**src/rtl/mpcrc_pkg.sv**
```systemverilog
package mpcrc_pkg;

    localparam int unsigned CRC_REG_W  = 32;
    localparam int unsigned BYTE_W     = 8;
    localparam int unsigned LANES      = CRC_REG_W / BYTE_W;
    localparam int unsigned LANE_IDX_W = $clog2(LANES);
    localparam int unsigned ADDR_W     = 2;
    localparam int unsigned CFG_W      = 6;
    localparam int unsigned CFG_LOAD_BIT = 5;

    typedef logic [CRC_REG_W-1:0] word_t;
    typedef logic [BYTE_W-1:0]    byte_t;

    typedef enum logic [1:0] {
        MODE_CRC8  = 2'd0,
        MODE_CRC16 = 2'd1,
        MODE_CCITT = 2'd2,
        MODE_CRC32 = 2'd3
    } crc_mode_e;

    typedef enum logic [ADDR_W-1:0] {
        REG_CFG  = 2'd0,
        REG_SEED = 2'd1,
        REG_DATA = 2'd2,
        REG_SUM  = 2'd3
    } reg_sel_e;

    typedef struct packed {
        logic      wide;
        logic      out_rev;
        logic      in_rev;
        crc_mode_e mode;
    } crc_cfg_t;

    function automatic int mode_width(crc_mode_e m);
        int w;
        unique case (m)
            MODE_CRC8:  w = 8;
            MODE_CRC16: w = 16;
            MODE_CCITT: w = 16;
            MODE_CRC32: w = 32;
        endcase
        return w;
    endfunction

    function automatic word_t mode_poly(crc_mode_e m);
        word_t p;
        unique case (m)
            MODE_CRC8:  p = 32'h0000_0007;
            MODE_CRC16: p = 32'h0000_8005;
            MODE_CCITT: p = 32'h0000_1021;
            MODE_CRC32: p = 32'h04C1_1DB7;
        endcase
        return p;
    endfunction

    function automatic word_t mode_mask(crc_mode_e m);
        word_t r;
        int    w;
        w = mode_width(m);
        for (int i = 0; i < CRC_REG_W; i++) begin
            r[i] = (i < w);
        end
        return r;
    endfunction

    function automatic byte_t flip_byte(byte_t b);
        byte_t r;
        for (int i = 0; i < BYTE_W; i++) begin
            r[i] = b[BYTE_W-1-i];
        end
        return r;
    endfunction

    function automatic word_t flip_low(word_t v, int n);
        word_t r;
        r = '0;
        for (int i = 0; i < CRC_REG_W; i++) begin
            if (i < n) begin
                r[i] = v[n-1-i];
            end
        end
        return r;
    endfunction

    // One byte, MSB first, through an N-bit LFSR with implicit top term.
    function automatic word_t crc_byte(word_t state, byte_t b, crc_mode_e m);
        word_t s;
        word_t p;
        word_t msk;
        int    w;
        logic  fb;
        w   = mode_width(m);
        p   = mode_poly(m);
        msk = mode_mask(m);
        s   = state & msk;
        for (int k = BYTE_W - 1; k >= 0; k--) begin
            fb = s[w-1] ^ b[k];
            s  = (s << 1) & msk;
            if (fb) begin
                s = s ^ p;
            end
        end
        return s;
    endfunction

endpackage

```
**src/rtl/mpcrc_cfg_regs.sv**
```systemverilog
module mpcrc_cfg_regs
    import mpcrc_pkg::*;
(
    input  logic                  clk,
    input  logic                  rst_n,
    input  logic                  wr_en,
    input  reg_sel_e              wr_sel,
    input  logic [CFG_W-1:0]      cfg_wdata,
    input  word_t                 seed_wdata,
    output crc_cfg_t              cfg_q,
    output word_t                 seed_q,
    output logic                  load_pulse,
    output word_t                 load_value
);

    crc_cfg_t cfg_new;
    logic     cfg_we;
    logic     seed_we;

    always_comb begin
        cfg_new.mode    = crc_mode_e'(cfg_wdata[1:0]);
        cfg_new.in_rev  = cfg_wdata[2];
        cfg_new.out_rev = cfg_wdata[3];
        cfg_new.wide    = cfg_wdata[4];
        cfg_we          = wr_en && (wr_sel == REG_CFG);
        seed_we         = wr_en && (wr_sel == REG_SEED);
        load_pulse      = cfg_we && cfg_wdata[CFG_LOAD_BIT];
        load_value      = seed_q & mode_mask(cfg_new.mode);
    end

    always_ff @(posedge clk or negedge rst_n) begin
        if (!rst_n) begin
            cfg_q  <= '0;
            seed_q <= '0;
        end else begin
            if (cfg_we) begin
                cfg_q <= cfg_new;
            end
            if (seed_we) begin
                seed_q <= seed_wdata;
            end
        end
    end


    seed_keep_chk: assert property (@(posedge clk) disable iff (!rst_n)
        !(wr_en && wr_sel == REG_SEED) |=> $stable(seed_q));

endmodule

```
**src/rtl/mpcrc_seq.sv**
```systemverilog
module mpcrc_seq
    import mpcrc_pkg::*;
(
    input  logic      clk,
    input  logic      rst_n,
    input  logic      start,
    input  logic      wide,
    input  word_t     data_in,
    output logic      busy,
    output logic      step_en,
    output byte_t     lane_byte
);

    typedef enum logic {
        ST_IDLE  = 1'b0,
        ST_SHIFT = 1'b1
    } seq_state_e;

    seq_state_e                state_q;
    seq_state_e                state_d;
    logic [LANE_IDX_W-1:0]     lane_q;
    logic [LANE_IDX_W-1:0]     last_q;
    word_t                     hold_q;
    logic                      last_lane;

    assign last_lane = (lane_q == last_q);

    always_comb begin
        state_d = state_q;
        unique case (state_q)
            ST_IDLE: begin
                if (start) begin
                    state_d = ST_SHIFT;
                end
            end
            ST_SHIFT: begin
                if (last_lane) begin
                    state_d = ST_IDLE;
                end
            end
        endcase
    end

    always_ff @(posedge clk or negedge rst_n) begin
        if (!rst_n) begin
            state_q <= ST_IDLE;
        end else begin
            state_q <= state_d;
        end
    end

    always_ff @(posedge clk or negedge rst_n) begin
        if (!rst_n) begin
            lane_q <= '0;
            last_q <= '0;
            hold_q <= '0;
        end else if (state_q == ST_IDLE && start) begin
            lane_q <= '0;
            last_q <= wide ? LANE_IDX_W'(LANES - 1) : '0;
            hold_q <= data_in;
        end else if (state_q == ST_SHIFT && !last_lane) begin
            lane_q <= lane_q + 1'b1;
        end
    end

    always_comb begin
        busy      = 1'b0;
        step_en   = 1'b0;
        unique case (state_q)
            ST_IDLE:  begin
                busy    = 1'b0;
                step_en = 1'b0;
            end
            ST_SHIFT: begin
                busy    = 1'b1;
                step_en = 1'b1;
            end
        endcase
        lane_byte = hold_q[lane_q*BYTE_W +: BYTE_W];
    end


    lane_bound_chk: assert property (@(posedge clk) disable iff (!rst_n)
        (state_q == ST_SHIFT) |-> (lane_q <= last_q));


    start_busy_chk: assert property (@(posedge clk) disable iff (!rst_n)
        (state_q == ST_IDLE && start) |=> busy);

endmodule

```
**src/rtl/mpcrc_state.sv**
```systemverilog
module mpcrc_state
    import mpcrc_pkg::*;
(
    input  logic      clk,
    input  logic      rst_n,
    input  logic      load,
    input  word_t     load_value,
    input  logic      step,
    input  byte_t     byte_in,
    input  crc_cfg_t  cfg,
    output word_t     sum_out
);

    word_t crc_q;
    word_t crc_next;
    byte_t byte_eff;
    word_t raw;

    always_comb begin
        byte_eff = cfg.in_rev ? flip_byte(byte_in) : byte_in;
        crc_next = crc_byte(crc_q, byte_eff, cfg.mode);
        raw      = crc_q & mode_mask(cfg.mode);
        sum_out  = cfg.out_rev ? flip_low(raw, mode_width(cfg.mode)) : raw;
    end

    always_ff @(posedge clk or negedge rst_n) begin
        if (!rst_n) begin
            crc_q <= '0;
        end else if (load) begin
            crc_q <= load_value;
        end else if (step) begin
            crc_q <= crc_next;
        end
    end


    state_hold_chk: assert property (@(posedge clk) disable iff (!rst_n)
        (!load && !step) |=> $stable(crc_q));


    load_apply_chk: assert property (@(posedge clk) disable iff (!rst_n)
        load |=> (crc_q == $past(load_value)));

endmodule

```
**src/rtl/mpcrc_core.sv**
```systemverilog
module mpcrc_core
    import mpcrc_pkg::*;
(
    input  logic        clk,
    input  logic        rst_n,
    input  logic        wr_valid,
    output logic        wr_ready,
    input  logic [1:0]  wr_addr,
    input  logic [31:0] wr_data,
    input  logic [1:0]  rd_addr,
    output logic [31:0] rd_data
);

    logic     accept;
    logic     start;
    logic     busy;
    logic     step_en;
    logic     load_pulse;
    byte_t    lane_byte;
    reg_sel_e wr_sel;
    reg_sel_e rd_sel;
    crc_cfg_t cfg_q;
    word_t    seed_q;
    word_t    load_value;
    word_t    sum_out;

    assign wr_sel   = reg_sel_e'(wr_addr);
    assign rd_sel   = reg_sel_e'(rd_addr);
    assign wr_ready = !busy;
    assign accept   = wr_valid && wr_ready;
    assign start    = accept && (wr_sel == REG_DATA);

    mpcrc_cfg_regs i_cfg (
        .clk        (clk),
        .rst_n      (rst_n),
        .wr_en      (accept),
        .wr_sel     (wr_sel),
        .cfg_wdata  (wr_data[CFG_W-1:0]),
        .seed_wdata (wr_data),
        .cfg_q      (cfg_q),
        .seed_q     (seed_q),
        .load_pulse (load_pulse),
        .load_value (load_value)
    );

    mpcrc_seq i_seq (
        .clk       (clk),
        .rst_n     (rst_n),
        .start     (start),
        .wide      (cfg_q.wide),
        .data_in   (wr_data),
        .busy      (busy),
        .step_en   (step_en),
        .lane_byte (lane_byte)
    );

    mpcrc_state i_state (
        .clk        (clk),
        .rst_n      (rst_n),
        .load       (load_pulse),
        .load_value (load_value),
        .step       (step_en),
        .byte_in    (lane_byte),
        .cfg        (cfg_q),
        .sum_out    (sum_out)
    );

    always_comb begin
        unique case (rd_sel)
            REG_CFG:  rd_data = word_t'(cfg_q);
            REG_SEED: rd_data = seed_q;
            REG_DATA: rd_data = '0;
            REG_SUM:  rd_data = sum_out;
        endcase
    end


    byte_turn_chk: assert property (@(posedge clk) disable iff (!rst_n)
        (start && !cfg_q.wide) |-> ##2 wr_ready);


    word_busy_chk: assert property (@(posedge clk) disable iff (!rst_n)
        (start && cfg_q.wide) |-> ##3 !wr_ready);


    narrow_top_chk: assert property (@(posedge clk) disable iff (!rst_n)
        (rd_sel == REG_SUM && cfg_q.mode != MODE_CRC32) |-> (rd_data[31:16] == 16'h0));


    crc8_top_chk: assert property (@(posedge clk) disable iff (!rst_n)
        (rd_sel == REG_SUM && cfg_q.mode == MODE_CRC8) |-> (rd_data[31:8] == 24'h0));

endmodule

```
**config.mk**
```make
export PLATFORM = sky130hd
export DESIGN_NAME = mpcrc_core
export DESIGN_NICKNAME = d
export VERILOG_FILES = /design/src/rtl/mpcrc_pkg.sv /design/src/rtl/mpcrc_cfg_regs.sv /design/src/rtl/mpcrc_seq.sv /design/src/rtl/mpcrc_state.sv /design/src/rtl/mpcrc_core.sv
export SDC_FILE = /design/constraint.sdc
export NUM_CORES = 1
export LEC_CHECK = 0
export BUFFER_PORTS_ARGS = -buffer_cell sky130_fd_sc_hd__buf_2
export CAP_MARGIN = 20
export CORE_ASPECT_RATIO = 1.25
export CORE_MARGIN = 2
export CORE_UTILIZATION = 67
export DETAILED_ROUTE_END_ITERATION = 10
export PLACE_DENSITY_LB_ADDON = 0.1
export RECOVER_POWER = 100
export SLEW_MARGIN = 10
export SYNTH_ARGS = -nofsm -noshare
export SYNTH_HDL_FRONTEND = slang
export SYNTH_SLANG_ARGS = --single-unit
```
**constraint.sdc**
```tcl
create_clock -name clk -period 18.5 [get_ports clk]
set_input_delay 0.925 -clock clk [delete_from_list [all_inputs] [get_ports clk]]
set_output_delay 0.925 -clock clk [all_outputs]
set_load 0.01 [all_outputs]
```
## Word level (Yosys, flattened, before mapping)

Index checks and enable logic that the tools add are counted.

- Register bits: 106
- Input bits: 39
- Output and inout port bits: 33

- Add/sub/neg operators: 33
- $lt $le $gt $ge: 96
- Equality and inequality tests: 12
- Shifts and indexed selects: 1
- Multiplexer cells: 172
- Bitwise gates (word level): 27
- Reductions and logical operators: 17

Operators with widths:

| cell | count |
|---|---|
| 32-bit by 7-bit < comparator with 1-bit output (second input constant) | 32 |
| 6-bit by 32-bit < comparator with 1-bit output (first input constant) | 32 |
| 5-bit by 32-bit < comparator with 1-bit output (first input constant) | 16 |
| 32-bit by 6-bit subtractor with 32-bit output (second input constant) | 16 |
| 32-bit two-way mux | 11 |
| 32-bit bitwise AND | 10 |
| 4-bit by 32-bit < comparator with 1-bit output (first input constant) | 8 |
| 32-bit one-hot mux with 4 select lines | 2 |
| 32-bit by 5-bit subtractor with 32-bit output (second input constant) | 8 |
| 32-bit XOR | 8 |
| 1-bit binary-select mux with 5-bit select | 39 |
| 32-bit one-hot mux with 3 select lines | 2 |
| 3-bit by 32-bit < comparator with 1-bit output (first input constant) | 4 |
| 32-bit by 4-bit subtractor with 32-bit output (second input constant) | 4 |
| 1-bit two-way mux | 112 |
| 1-bit by 32-bit < comparator with 1-bit output (first input constant) | 2 |
| 2-bit by 32-bit < comparator with 1-bit output (first input constant) | 2 |
| 32-bit by 2-bit subtractor with 32-bit output (second input constant) | 2 |
| 32-bit by 3-bit subtractor with 32-bit output (second input constant) | 2 |
| 32-bit by 6-bit indexed part select with 8-bit output | 1 |
| 2-bit equality test (second input constant) | 7 |
| 2-bit by 1-bit equality test with 1-bit output (second input constant) | 4 |
| 2-bit logical NOT | 4 |
| 8-bit two-way mux | 1 |
| 10 further kinds | 29 |

## Longest topological paths before layout

Gate-level depths: netlist of run 1.

- Word-level depth: 47
- Mapped depth: 28
- Mapped depth without buffers: 25

## By module

From an unflattened synthesis of run 1, not the netlist that was laid out.

- Cell total of the unflattened synthesis: 1080
- Area total of the unflattened synthesis: 9801.9 sq um

Modules (own cells, without submodules):

| module | instances | cells each | area an instance (sq um) | seq. area each (sq um) |
|---|---|---|---|---|
| mpcrc_state | 1 | 795 | 5941.9 | 800.8 |
| mpcrc_seq | 1 | 95 | 1626.6 | 900.9 |
| mpcrc_cfg_regs | 1 | 115 | 1607.8 | 925.9 |
| mpcrc_core | 1 | 75 | 625.6 | 0.0 |

## Worst setup path before layout of run 1

No wires, ideal clock.

- Kind: flip-flop to flip-flop
- Start: register i_cfg.cfg_q[0] (netlist name)
- End: register i_state.crc_q[22]
- Setup time: 126 ps
- Arrival: 7457 ps
- Data required time: 18374 ps
- Slack: 10916 ps
- Cell stages (with the launch flop): 27
- Period minus slack after synthesis: 7584 ps
- Cells stage by stage: dfrtp_1 inv_1 ha_1 nor2b_1 mux4_2 xnor2_2 a2111oi_4 o31a_1 or3b_1 a2111oi_4 mux2i_1 mux2i_1 nand3_1 a31oi_1 or3_1 o21ai_2 a211o_1 a21boi_1 buf_4 mux2_4 o221a_1 a21o_1 a2111oi_2 a2111oi_4 a21o_1 a41o_1 a311o_1

- Longest elaborated chain between the ends: 47

Ends and longest elaborated chain:

| what | line | text |
|---|---|---|
| 2-bit by 1-bit equality test with 1-bit output / 2-bit equality test (equally long branches) | mpcrc_pkg.sv:37, mpcrc_pkg.sv:48 |  |
| 2-bit OR reduction (no line) | - |  |
| 32-bit one-hot mux with 3 select lines | mpcrc_pkg.sv:37 | `unique case (m)` |
| 1-bit by 32-bit < comparator with 1-bit output (tied with other cells) | mpcrc_pkg.sv:62 | `r[i] = (i < w);` |
| 32-bit bitwise AND | mpcrc_pkg.sv:96 | `s = state & msk;` |
| 1-bit binary-select mux with 5-bit select | mpcrc_pkg.sv:98 | `fb = s[w-1] ^ b[k];` |
| 1-bit two-way mux (implied by the code) (2 in a row) | mpcrc_pkg.sv:98 |  |
| 1-bit XOR | mpcrc_pkg.sv:98 |  |
| (+29 left out) | - |  |
| 1-bit XOR | mpcrc_pkg.sv:98 |  |
| 32-bit two-way mux | mpcrc_pkg.sv:100 | `if (fb) begin` |
| 1-bit binary-select mux with 5-bit select | mpcrc_pkg.sv:98 |  |
| 1-bit two-way mux (implied by the code) (2 in a row) | mpcrc_pkg.sv:98 |  |
| 1-bit XOR | mpcrc_pkg.sv:98 |  |
| 32-bit two-way mux (*) | mpcrc_pkg.sv:100 |  |
| 32-bit two-way mux (*) | mpcrc_state.sv:31 | `end else if (step) begin` |
| 32-bit two-way mux (*) | mpcrc_state.sv:29 | `end else if (load) begin` |
| end signal, assigned | mpcrc_state.sv:30 | `crc_q <= load_value;` |
| end signal, assigned | mpcrc_state.sv:32 | `crc_q <= crc_next;` |
| end, declared | mpcrc_state.sv:14 | `word_t crc_q;` |

Mark *: on every way between the ends. The rest lies on a longest branch, timed or not. The select of a mux whose other input is x is not followed.
A chain may end at the register's enable or synchronous reset.

## Worst setup path in the final report of run 1

- Start: register i_cfg.cfg_q[0] (netlist name)
- End: register i_state.crc_q[10]

- Longest elaborated chain between the ends: 47

Ends and longest elaborated chain:

| what | line |
|---|---|
| 2-bit by 1-bit equality test with 1-bit output / 2-bit equality test (equally long branches) | mpcrc_pkg.sv:37, mpcrc_pkg.sv:48 |
| 2-bit OR reduction (no line) | - |
| 32-bit one-hot mux with 3 select lines | mpcrc_pkg.sv:37 |
| 1-bit by 32-bit < comparator with 1-bit output (tied with other cells) | mpcrc_pkg.sv:62 |
| 32-bit bitwise AND | mpcrc_pkg.sv:96 |
| 1-bit binary-select mux with 5-bit select | mpcrc_pkg.sv:98 |
| 1-bit two-way mux (implied by the code) (2 in a row) | mpcrc_pkg.sv:98 |
| 1-bit XOR | mpcrc_pkg.sv:98 |
| (+29 left out) | - |
| 1-bit XOR | mpcrc_pkg.sv:98 |
| 32-bit two-way mux | mpcrc_pkg.sv:100 |
| 1-bit binary-select mux with 5-bit select | mpcrc_pkg.sv:98 |
| 1-bit two-way mux (implied by the code) (2 in a row) | mpcrc_pkg.sv:98 |
| 1-bit XOR | mpcrc_pkg.sv:98 |
| 32-bit two-way mux (*) | mpcrc_pkg.sv:100 |
| 32-bit two-way mux (*) | mpcrc_state.sv:31 |
| 32-bit two-way mux (*) | mpcrc_state.sv:29 |

Marks and branches as above.

==> parameters.txt, run 1 <==
Parameter                              Value

Outcome
  Run status ... finished, violations left
  Violated checks ... capacitance limit, slew limit

Floorplanning
  Row Count ... 47
  Overall die width ... ~110 µm
  Die area ... about 15,000 µm²
  # IOs ... 72
  Starting density of the core ... about two thirds
  Core ar. ... 13,290 µm²
  Vertical die dimension ... 134.4 µm

STA
  Unrepaired setup endpoints after global routing ... no
  Accumulated negative setup slack ... 0 ps
  Worst-case headroom to the max-slew limit ... -161.3%
  Fin crit share ... between 60% and 70%
  F_max ... 78.06 MHz
  Hold Vio Cnt, Final ... 0
  Shortest period the worst path allows ... approximately 13,000 ps
  # setup viols final ... 0
  Measured slew at the worst slew-check pin ... about 3900 ps
  Final slew viol count ... 230
  Worst clock skew ... between 7 and 8 ps

Setup path
  CP dominant cell by count ... sky130_fd_sc_hd__mux2i_1
  Buf/Inv on CP ... 2
  Launching point of the worst reg2reg path ... i_cfg.cfg_q[0]
  Levels on crit path ... 26
  Delay of the slowest critical-path stage ... 1560 ps
  Worst-case reg-to-reg path depth ... 26
  Worst Setup Path Type ... flop to flop
  Arrival @ worst endpoint ... approximately 13,000 ps
  Cell family with most CP delay ... compound AO/OA/AOI/OAI gates
  Reg-to-reg setup timing slack ... about 5700 ps
  Worst path required time ... roughly 19,000 ps
  Maximum net fanout on the critical path ... 44
  Capture point of the worst path ... i_state.crc_q[10]
  Critical path launch point type ... flop
  Worst setup path startpoint ... i_cfg.cfg_q[0]
  Setup crit end kind ... flop
  Standard cell with the maximum stage delay on the critical path ... sky130_fd_sc_hd__clkbuf_1
  End of the worst register-to-register path ... i_state.crc_q[10]

Clock tree
  Clock-pin slew on the worst setup and hold paths ... 80 ps
  H-tree depth reported by CTS ... 3
  Clock Path Buffers ... 2
  Hold buffer count at cts ... 0
  TritonCTS clock tree ... done
  Number of buffers inserted by post-CTS setup repair ... 0
  Insertion delay of the later-clocked pin in the worst-skew pair ... 350 ps
  Clock buffers created by TritonCTS ... 9
  Clock sink count ... approximately 110
  Cell at the root of the clock tree ... sky130_fd_sc_hd__clkbuf_16
  Post-CTS resize count ... 0

Synthesis
  Most frequently used cell type in the post-synthesis netlist ... sky130_fd_sc_hd__nor2_1
  Cell taking the most area after synthesis ... sky130_fd_sc_hd__dfrtp_1
  Distinct cells, synth ... 87
  Synthesized netlist cell count ... 1,054
  Top cells by instance count after synthesis ... 122 x sky130_fd_sc_hd__nor2_1, 118 x sky130_fd_sc_hd__nand2_1, 105 x sky130_fd_sc_hd__dfrtp_1, 75 x sky130_fd_sc_hd__mux2_2, 72 x sky130_fd_sc_hd__xnor2_1
  Number of synthesized register bits ... about 110
  Yosys synthesis warning count ... 0
  Cell types occupying the most area after synthesis ... sky130_fd_sc_hd__dfrtp_1 29%, sky130_fd_sc_hd__mux2_2 9.3%, sky130_fd_sc_hd__xnor2_1 6.9%
  Post-synth top area share ... 28.81%
  Post-Synthesis Mean Instance Area ... approximately 8.7 µm²
  Most common flop cell mapped by yosys ... sky130_fd_sc_hd__dfrtp_1
  Netlist area before placement ... 9119 µm²
  Share of async-settable or async-resettable flops after synthesis ... 100.0%
  Number of nets in the synthesized netlist ... between 1,000 and 1,500
  Seq/Total Area, Yosys ... approximately 29%
  Number of synthesized flops with an enable pin ... 0

Global route
  Final global-route overflow total ... 0
  First-pass GRT wire length ... roughly 48,000 µm
  Maximum number of pins on one net before global-route repair ... 75
  Via count of the first global-routing pass ... between 8,000 and 9,000
  Initial antenna violation count ... 0
  Aggregate global-route resource usage ... 43.36%

Drt
  Vias after detailed routing ... 8,858
  Post-detailed-routing wire length ... approximately 31,000 µm
  Number of remaining DRC errors ... 0
  DRC violation total after the first TritonRoute iteration ... approximately 1,400
  Antenna violation net count after detailed routing ... 0
  Routed vias/inst ... 7.053
  Routed wire per std cell ... ~25 µm
  First-pass detailed-route iteration total ... 6

Layout
  Antenna diodes ... 0
  Number of nets in the layout ... roughly 1,100
  Relative area change from synthesis to final layout ... 6.600%
  Fraction of final layout cells with drive strength greater than 1 ... between 15 and 20%
  Number of fill cells ... about 1,100

Placement
  Gpl congestion ... 0.9917
  Post-DP HPWL ... between 20,000 and 25,000 µm
  Number of input and output port buffers inserted ... 71

Flow run
  Max-capacitance violation count ... 6

Worst hold path
  Hold Path Class ... flop to flop
per-stage QoR:
| stage | util [%] | std cells | setup slack, ps | instance area (µm²) | hold slack [ps] |
|---|---|---|---|---|---|
| floorplan | - | 1054 | 10920 | 9119 | 472.0 |
| global placement | 72.06 | 1240 | 9486 | 9577 | 485.5 |
| detailed placement | 72.06 | 1240 | 9263 | 9577 | 494.3 |
| CTS | 74.21 | 1256 | 9224 | 9863 | 506.6 |
| global route | 73.14 | 1256 | 4916 | 9721 | 519.8 |
| finish | 73.14 | 1256 | 5689 | 9721 | 507.0 |
worst reg2reg max path: cells and delay by family (launching register included):
| family | cells | cell delay (ps) |
|---|---|---|
| compound gates | 8 | 4480 |
| simple gates | 9 | 2930 |
| buf+inv | 2 | 1720 |
| mux | 4 | 1540 |
| fa+ha+maj | 1 | 810 |
| xor+xnor | 2 | 800 |
| flops | 1 | 430 |
cells in the final DEF (no fill, tap or decap), types with 7 or more instances in the layout:
cell type	count
sky130_fd_sc_hd__nand3_1	22
sky130_fd_sc_hd__nand2_1	119
sky130_fd_sc_hd__mux4_2	12
sky130_fd_sc_hd__a21oi_1	47
sky130_fd_sc_hd__nor2_1	122
sky130_fd_sc_hd__a221oi_1	14
sky130_fd_sc_hd__and2_1	8
sky130_fd_sc_hd__xor2_1	20
sky130_fd_sc_hd__a31oi_1	15
sky130_fd_sc_hd__nor4_1	8
sky130_fd_sc_hd__mux2i_1	36
sky130_fd_sc_hd__buf_2	41
sky130_fd_sc_hd__inv_1	12
sky130_fd_sc_hd__a22oi_1	17
sky130_fd_sc_hd__clkbuf_16	9
sky130_fd_sc_hd__nor2b_1	15
sky130_fd_sc_hd__nor3_1	19
sky130_fd_sc_hd__xnor2_1	73
sky130_fd_sc_hd__o211ai_1	12
sky130_fd_sc_hd__mux2_2	74
sky130_fd_sc_hd__dfrtp_1	105
sky130_fd_sc_hd__clkbuf_1	37
sky130_fd_sc_hd__nand2b_1	7
sky130_fd_sc_hd__xnor3_1	8
sky130_fd_sc_hd__buf_4	13
sky130_fd_sc_hd__o21ai_0	70
sky130_fd_sc_hd__a211oi_1	9
metal layers:
layer  share of wire [%]  track usage (%)  routed length (µm)  vias to the layer above
met3                 9.9            9.378                3077                      151
met4                 7.4            28.49                2292                        0
met1                  37            54.49               11530                     4207
met2                  46            67.09               14190                      614
met5                   0                0                   0                        -
li1                    -                -                   -                     3886
logic make-up (layout without fill, tap and decap cells):
group,after synthesis,count (layout),share of synthesized area (%)
AO/OA/AOI/OAI,263,263,20.17
XOR/XNOR,104,104,11.53
adder cells (fa/ha/maj),6,6,0.8232
buffers and inverters,89,120,3.746
flip-flops,105,105,28.81
multiplexers,125,125,16.63
AND/OR/NAND/NOR,362,362,18.29
worst min-delay path by stage:
stage | startpoint | endpoint | cells past startpoint
6_report | i_seq.hold_q[21] | i_seq.hold_q[21] | 1
5_1_grt | i_seq.hold_q[21] | i_seq.hold_q[21] | 1
4_1_cts | rst_n | i_cfg.seed_q[21] | 1
3_5_place_dp | i_seq.hold_q[21] | i_seq.hold_q[21] | 1
3_3_place_gp | i_seq.hold_q[9] | i_seq.hold_q[9] | 1
2_1_floorplan | i_state.crc_q[13] | i_state.crc_q[13] | 2
cell type report:
| cell class | instances | area [µm²] | share of cell area (%) |
|---|---|---|---|
| Clock inverter | 6 | 57.56 | 0.5921 |
| Clock buffer | 10 | 229.0 | 2.356 |
| Timing Repair Buffer | 90 | 437.9 | 4.505 |
| Sequential cell | 105 | 2628 | 27.03 |
| Multi-Input combinational cell | 860 | 6102 | 62.78 |
| Inverter | 14 | 52.55 | 0.5406 |
| Tap cell | 171 | 214.0 | 2.201 |
sequential cells by signal, indices dropped and copies added, names as in the netlist:
| name | flops |
|---|---|
| i_cfg.cfg_q | 5 |
| i_cfg.seed_q | 32 |
| i_seq.hold_q | 32 |
| i_seq.lane_q | 2 |
| i_seq.last_q | 1 |
| i_seq.state_q | 1 |
| i_state.crc_q | 32 |
Power of run 1 is not shown: default switching activity piles up to over one toggle a cycle in this logic, so the estimate is an artifact.
==> run 2: changes to the inputs <==
- ABC_AREA: default -> 1
- CORE_UTILIZATION: 67 -> 56
- clock period: 18.5 -> 11.5 ns (I/O delays scaled with it)
==> parameters.txt, run 2 <==
Parameter                              Value

Outcome
  Run status ... finished, violations left (unchanged)
  Violated checks ... capacitance limit, slew limit (unchanged)

Layout
  Most frequent standard cell in the layout excluding fill and tap cells ... sky130_fd_sc_hd__nand2_1 (was sky130_fd_sc_hd__nor2_1)
  Area taken by multi-input logic gates ... 5189 µm² (was 6102 µm²)
  Number of nets in the layout ... 1,380 (was 1,125)
  Fraction of final layout cells with drive strength greater than 1 ... 10.00% (was 16.41%)
  Commonest cells after routing, fill and taps aside ... 327 x sky130_fd_sc_hd__nand2_1, 164 x sky130_fd_sc_hd__o21ai_0, 143 x sky130_fd_sc_hd__inv_1 (was 122 x sky130_fd_sc_hd__nor2_1, 119 x sky130_fd_sc_hd__nand2_1, 105 x sky130_fd_sc_hd__dfrtp_1)
  Final instance area ... 9366 µm² (was 9721 µm²)
  Number of fill cells ... 1,572 (was 1,073)
  Largest registers ranked by flip-flop count ... i_cfg.seed_q x32, i_seq.hold_q x32, i_state.crc_q x32 (unchanged)
  Relative area change from synthesis to final layout ... 6.335% (was 6.600%)
  FF+latch area ... 2628 µm² (unchanged)
  Antenna diodes ... 0 (unchanged)

Setup path
  Arrival @ worst endpoint ... 9090 ps (was 13,070 ps)
  Maximum net fanout on the critical path ... 52 (was 44)
  Worst Setup Path Type ... flop to flop (unchanged)
  Worst-case reg-to-reg path depth ... 47 (was 26)
  Setup crit end kind ... flop (unchanged)
  Buf/Inv on CP ... 2 (unchanged)
  Critical path launch point type ... flop (unchanged)
  Worst setup path startpoint ... i_cfg.cfg_q[0] (unchanged)
  Cell family with most CP delay ... simple AND/OR/NAND/NOR gates (was compound AO/OA/AOI/OAI gates)
  Delay of the slowest critical-path stage ... 1830 ps (was 1560 ps)
  Worst path required time ... 11,800 ps (was 18,760 ps)
  CP dominant cell by count ... sky130_fd_sc_hd__nand2_1 (was sky130_fd_sc_hd__mux2i_1)
  Launching point of the worst reg2reg path ... i_cfg.cfg_q[0] (unchanged)
  Standard cell with the maximum stage delay on the critical path ... sky130_fd_sc_hd__clkbuf_1 (unchanged)
  Reg-to-reg setup timing slack ... 2710 ps (was 5690 ps)
  End of the worst register-to-register path ... i_state.crc_q[12] (was i_state.crc_q[10])

Drt
  Antenna violation net count after detailed routing ... 0 (unchanged)
  Post-detailed-routing wire length ... 33,130 µm (was 31,080 µm)
  Routed vias/inst ... 6.001 (was 7.053)
  First-pass detailed-route iteration total ... 7 (was 6)
  Vias after detailed routing ... 9,314 (was 8,858)
  Number of remaining DRC errors ... 0 (unchanged)
  Routed wire per std cell ... 21.34 µm (was 24.75 µm)
  DRC violation total after the first TritonRoute iteration ... 1,167 (was 1,425)

Clock tree
  Insertion delay of the later-clocked pin in the worst-skew pair ... 370 ps (was 350 ps)
  Clock sink count ... 105 (unchanged)
  Number of buffers inserted by post-CTS setup repair ... 0 (unchanged)
  H-tree depth reported by CTS ... 3 (unchanged)
  Clock Path Buffers ... 2 (unchanged)
  Hold buffer count at cts ... 0 (unchanged)
  TritonCTS clock tree ... done (unchanged)
  Post-CTS resize count ... 0 (unchanged)
  Clock-pin slew on the worst setup and hold paths ... 80 ps (about the same)
  Clock buffers created by TritonCTS ... 9 (unchanged)
  Cell at the root of the clock tree ... sky130_fd_sc_hd__clkbuf_16 (unchanged)

Synthesis
  Number of synthesized flops with an enable pin ... 0 (unchanged)
  Most frequently used cell type in the post-synthesis netlist ... sky130_fd_sc_hd__nand2_1 (was sky130_fd_sc_hd__nor2_1)
  Distinct cells, synth ... 42 (was 87)
  Top cells by instance count after synthesis ... 317 x sky130_fd_sc_hd__nand2_1, 164 x sky130_fd_sc_hd__o21ai_0, 142 x sky130_fd_sc_hd__inv_1, 126 x sky130_fd_sc_hd__nand3_1, 105 x sky130_fd_sc_hd__dfrtp_1 (was 122 x sky130_fd_sc_hd__nor2_1, 118 x sky130_fd_sc_hd__nand2_1, 105 x sky130_fd_sc_hd__dfrtp_1, 75 x sky130_fd_sc_hd__mux2_2, 72 x sky130_fd_sc_hd__xnor2_1)
  Post-Synthesis Mean Instance Area ... 6.688 µm² (was 8.652 µm²)
  Cell taking the most area after synthesis ... sky130_fd_sc_hd__dfrtp_1 (unchanged)
  Seq/Total Area, Yosys ... 29.83% (was 28.81%)
  Yosys synthesis warning count ... 0 (unchanged)
  Largest family of logic cells by synthesized area ... simple AND/OR/NAND/NOR gates (was compound AO/OA/AOI/OAI gates)
  Synthesized netlist cell count ... 1,317 (was 1,054)
  Area fraction in compound gates after synthesis ... 19.43% (was 20.17%)
  Post-Synth Simple-Gate Area ... 32.06% (was 18.29%)
  Share of async-settable or async-resettable flops after synthesis ... 100.0% (unchanged)
  Fraction of synthesized area in multiplexers ... 0% (was 16.63%)
  Cell types occupying the most area after synthesis ... sky130_fd_sc_hd__dfrtp_1 30%, sky130_fd_sc_hd__nand2_1 14%, sky130_fd_sc_hd__o21ai_0 9.3% (was sky130_fd_sc_hd__dfrtp_1 29%, sky130_fd_sc_hd__mux2_2 9.3%, sky130_fd_sc_hd__xnor2_1 6.9%)
  Number of synthesized register bits ... 105 (unchanged)
  Post-synthesis share of cell area spent on xor and xnor gates ... 7.159% (was 11.53%)
  Synth Area in Adders ... 0.8523% (was 0.8233%)
  Netlist area before placement ... 8808 µm² (was 9119 µm²)
  Post-synth top area share ... 29.83% (was 28.81%)
  Number of nets in the synthesized netlist ... 1,362 (was 1,099)
  Most common flop cell mapped by yosys ... sky130_fd_sc_hd__dfrtp_1 (unchanged)

Floorplanning
  Row Count ... 51 (was 47)
  Core ar. ... 15,510 µm² (was 13,290 µm²)
  # IOs ... 72 (unchanged)
  Starting density of the core ... 56.81% (was 68.61%)
  Overall die width ... 116.2 µm (was 108.3 µm)
  Die area ... 16,750 µm² (was 14,560 µm²)
  Vertical die dimension ... 144.2 µm (was 134.4 µm)

Global route
  Routing usage on met1 ... 50.53% (was 54.49%)
  Final global-route overflow total ... 0 (unchanged)
  Aggregate global-route resource usage ... 40.11% (was 43.36%)
  Grt peak-use layer ... met2 (unchanged)
  Initial antenna violation count ... 0 (unchanged)
  Global-route met2 utilization ... 63.68% (was 67.09%)
  Maximum number of pins on one net before global-route repair ... 74 (was 75)
  First-pass GRT wire length ... 49,440 µm (was 47,620 µm)
  Met3 Resource Use GR ... 6.580% (was 9.378%)
  Via count of the first global-routing pass ... 8,476 (was 8,407)

STA
  Worst-case headroom to the max-slew limit ... -163.2% (was -161.3%)
  # setup viols final ... 0 (unchanged)
  Final slew viol count ... 249 (was 230)
  Unrepaired setup endpoints after global routing ... no (unchanged)
  F_max ... 113.8 MHz (was 78.06 MHz)
  Shortest period the worst path allows ... 8789 ps (was 12,810 ps)
  Measured slew at the worst slew-check pin ... 3947 ps (was 3920 ps)
  Accumulated negative setup slack ... 0 ps (unchanged)
  Fin crit share ... 76.42% (was 69.25%)
  Worst clock skew ... 12.03 ps (was 7.999 ps)
  Hold Vio Cnt, Final ... 0 (unchanged)

Placement
  Post-DP HPWL ... 24,930 µm (was 22,650 µm)
  Cell Area, Placed ... 9188 µm² (was 9577 µm²)
  Number of input and output port buffers inserted ... 71 (unchanged)
  Gpl congestion ... 1.038 (was 0.9917)

Flow run
  Max-capacitance violation count ... 5 (was 6)

Worst hold path
  Endpoint of the worst hold-timing path ... i_cfg.cfg_q[1] (was i_seq.hold_q[21])
  Beginning of the worst hold path ... wr_data[1] (was i_seq.hold_q[21])
  Hold Path Class ... input port to flop (was flop to flop)
  Cell count of the worst hold path ... 3 (was 1)
==> run 2: per-layer routing <==
layer,vias to the layer above,part of all wire [%]
met3,153,8.9
met4,0,7.9
li1,4357,-
met1,4286,38
met2,518,45
met5,-,0
==> run 2: layout make-up <==
cell class	instances	share of cell area (%)
well taps	212	2.832
multi-input cells	981	55.40
repair buffers	84	4.221
inverters	154	6.185
clock inverters	7	0.9084
clock buffers	9	2.404
flip-flops and latches	105	28.05
==> run 2: logic make-up after synthesis <==
group	count (synthesis)
adder cells (fa/ha/maj)	6
AND/OR/NAND/NOR	600
AO/OA/AOI/OAI	303
buffers and inverters	231
XOR/XNOR	72
flip-flops	105
==> run 2: worst reg2reg max path: cells and delay by family, from the launching register on <==
| kind | cells | cell delay, ps |
|---|---|---|
| AND/OR/NAND/NOR | 42 | 5870 |
| buffers and inverters | 2 | 1990 |
| flip-flops | 1 | 430 |
| adder cells (fa/ha/maj) | 1 | 240 |
| AO/OA/AOI/OAI | 2 | 200 |
==> run 2: worst max-delay path by stage <==
stage / to / slack [ps] / depth (start not counted)
after global placement: i_state.crc_q[26] / 4990 / 51
after global routing: i_state.crc_q[12] / 2090 / 47
after detailed placement: i_state.crc_q[26] / 4900 / 51
final: i_state.crc_q[12] / 2710 / 47
after CTS: i_state.crc_q[26] / 4880 / 51
after floorplan: i_state.crc_q[4] / 6500 / 51
==> run 2: through the flow <==
stage / std cells / hold slack [ps] / util [%] / setup slack (ps)
after floorplan: 1317 / 279.4 / - / 6505
after global placement: 1534 / 466.2 / 59.12 / 4989
after detailed placement: 1535 / 473.2 / 59.25 / 4899
after CTS: 1551 / 146.3 / 61.25 / 4875
after global routing: 1552 / 473.9 / 60.41 / 2091
final: 1552 / 436.1 / 60.41 / 2711
Power of run 2 is left out for the same reason.
==> run 3: changes to the inputs <==
- clock period: 11.5 -> 7.2 ns (I/O delays scaled with it)
==> parameters.txt, run 3 (synthesis gave the netlist of run 2 again) <==
Parameter                              Value

Floorplanning
  Row Count ... 51 (unchanged)
  Core ar. ... 15,510 µm² (unchanged)
  Vertical die dimension ... 144.2 µm (unchanged)
  Die area ... 16,750 µm² (unchanged)
  # IOs ... 72 (unchanged)
  Starting density of the core ... 56.81% (unchanged)
  Overall die width ... 116.2 µm (unchanged)

Setup path
  Critical path launch point type ... flop (unchanged)
  Arrival @ worst endpoint ... 6730 ps (was 9090 ps)
  Standard cell with the maximum stage delay on the critical path ... sky130_fd_sc_hd__dfrtp_1 (was sky130_fd_sc_hd__clkbuf_1)
  Maximum net fanout on the critical path ... 13 (was 52)
  Worst-case reg-to-reg path depth ... 53 (was 47)
  Worst path required time ... 7450 ps (was 11,800 ps)
  Buf/Inv on CP ... 6 (was 2)
  Levels on crit path ... 53 (was 47)
  Delay of the slowest critical-path stage ... 430 ps (was 1830 ps)
  Worst Setup Path Type ... flop to flop (unchanged)
  Cell family with most CP delay ... simple AND/OR/NAND/NOR gates (unchanged)
  Setup crit end kind ... flop (unchanged)
  CP dominant cell by count ... sky130_fd_sc_hd__nand2_2 (was sky130_fd_sc_hd__nand2_1)

Layout
  Antenna diodes ... 0 (unchanged)
  Commonest cells after routing, fill and taps aside ... 321 x sky130_fd_sc_hd__nand2_1, 164 x sky130_fd_sc_hd__o21ai_0, 142 x sky130_fd_sc_hd__inv_1 (was 327 x sky130_fd_sc_hd__nand2_1, 164 x sky130_fd_sc_hd__o21ai_0, 143 x sky130_fd_sc_hd__inv_1)
  Relative area change from synthesis to final layout ... 7.940% (was 6.335%)
  Fraction of final layout cells with drive strength greater than 1 ... 11.62% (was 10.00%)
  Largest registers ranked by flip-flop count ... i_cfg.seed_q x32, i_seq.hold_q x32, i_state.crc_q x32 (unchanged)
  Most frequent standard cell in the layout excluding fill and tap cells ... sky130_fd_sc_hd__nand2_1 (unchanged)
  Number of nets in the layout ... 1,391 (was 1,380)

STA
  Fin crit share ... 89.97% (was 76.42%)
  Worst clock skew ... 11.99 ps (was 12.03 ps)
  Shortest period the worst path allows ... 6478 ps (was 8789 ps)
  Worst-case headroom to the max-slew limit ... -178.2% (was -163.2%)
  # setup viols final ... 0 (unchanged)
  Worst Slack Setup Final ... 722.3 ps (was 2711 ps)
  Measured slew at the worst slew-check pin ... 4173 ps (was 3947 ps)
  Hold Vio Cnt, Final ... 0 (unchanged)
  Final slew viol count ... 203 (was 249)
  F_max ... 154.4 MHz (was 113.8 MHz)
  Unrepaired setup endpoints after global routing ... no (unchanged)
  Accumulated negative setup slack ... 0 ps (unchanged)

Clock tree
  Post-CTS resize count ... 0 (unchanged)
  Clock Path Buffers ... 2 (unchanged)
  TritonCTS clock tree ... done (unchanged)
  Clock-pin slew on the worst setup and hold paths ... 80 ps (about the same)
  Number of buffers inserted by post-CTS setup repair ... 0 (unchanged)
  H-tree depth reported by CTS ... 3 (unchanged)
  Insertion delay of the later-clocked pin in the worst-skew pair ... 370 ps (about the same)
  Cell at the root of the clock tree ... sky130_fd_sc_hd__clkbuf_16 (unchanged)
  Clock buffers created by TritonCTS ... 9 (unchanged)
  Clock sink count ... 105 (unchanged)
  Hold buffer count at cts ... 1 (was 0)

Drt
  Vias after detailed routing ... 9,368 (was 9,314)
  Number of remaining DRC errors ... 0 (unchanged)
  Antenna violation net count after detailed routing ... 0 (unchanged)
  Routed vias/inst ... 5.994 (was 6.001)
  DRC violation total after the first TritonRoute iteration ... 1,163 (was 1,167)
  Post-detailed-routing wire length ... 33,150 µm (was 33,130 µm)
  Routed wire per std cell ... 21.21 µm (was 21.34 µm)
  First-pass detailed-route iteration total ... 7 (unchanged)

Global route
  First-pass GRT wire length ... 50,490 µm (was 49,440 µm)
  Initial antenna violation count ... 0 (unchanged)
  Aggregate global-route resource usage ... 40.86% (was 40.11%)
  Via count of the first global-routing pass ... 8,671 (was 8,476)
  Final global-route overflow total ... 0 (unchanged)
  Maximum number of pins on one net before global-route repair ... 77 (was 74)

Worst hold path
  Cell count of the worst hold path ... 3 (unchanged)
  Hold Path Class ... input port to flop (unchanged)

Placement
  Number of input and output port buffers inserted ... 71 (unchanged)
  Post-DP HPWL ... 25,230 µm (was 24,930 µm)
  Gpl congestion ... 1.149 (was 1.038)
  Pre-CTS setup slack ... 986.9 ps (was 4899 ps)

Outcome
  Run status ... finished, violations left (unchanged)
  Violated checks ... capacitance limit, slew limit (unchanged)

Flow run
  Max-capacitance violation count ... 4 (was 5)
## run 3: layout make-up
class | count | area (µm²)
Timing Repair Buffer | 95 | 480.5
Clock buffer | 9 | 225.2
Tap cell | 212 | 265.3
Sequential cell | 105 | 2628
Clock inverter | 7 | 95.09
Multi-Input combinational cell | 981 | 5234
Inverter | 154 | 580.6
Fill cell | 1597 | 5998
## run 3: routing by layer
metal	part of all wire, %	GRT usage (%)	up-vias
met1	39	52.37	4330
met3	8.0	5.868	147
met5	0	0	-
met4	7.6	25.56	0
met2	45	64.73	510
li1	-	-	4381
## run 3: worst paths after layout
kind,from,endpoint,slack [ps]
min in group asynchronous,rst_n,i_cfg.seed_q[19],920
hold / removal,wr_data[1],i_cfg.cfg_q[1],220
setup / recovery,i_cfg.cfg_q[1],i_state.crc_q[7],720
hold reg to reg,i_cfg.seed_q[4],i_cfg.seed_q[4],490
setup reg to reg,i_cfg.cfg_q[1],i_state.crc_q[7],720
max in group asynchronous,rst_n,i_state.crc_q[1],1600
## run 3: per-stage QoR
stage	hold slack (ps)	instances	utilization, %	cell area, µm²
after global placement	308.6	1544	59.61	9243
final	217.0	1563	61.32	9508
after floorplan	64.41	1317	-	8808
after detailed placement	304.8	1545	59.74	9263
after CTS	210.7	1562	61.87	9593
after global routing	239.1	1563	61.32	9508
## run 3: worst min-delay path, stage by stage
cell	delay, ps
sky130_fd_sc_hd__buf_2	90
sky130_fd_sc_hd__nand2_1	40
sky130_fd_sc_hd__o21ai_0	60
Power of run 3 is left out for the same reason.
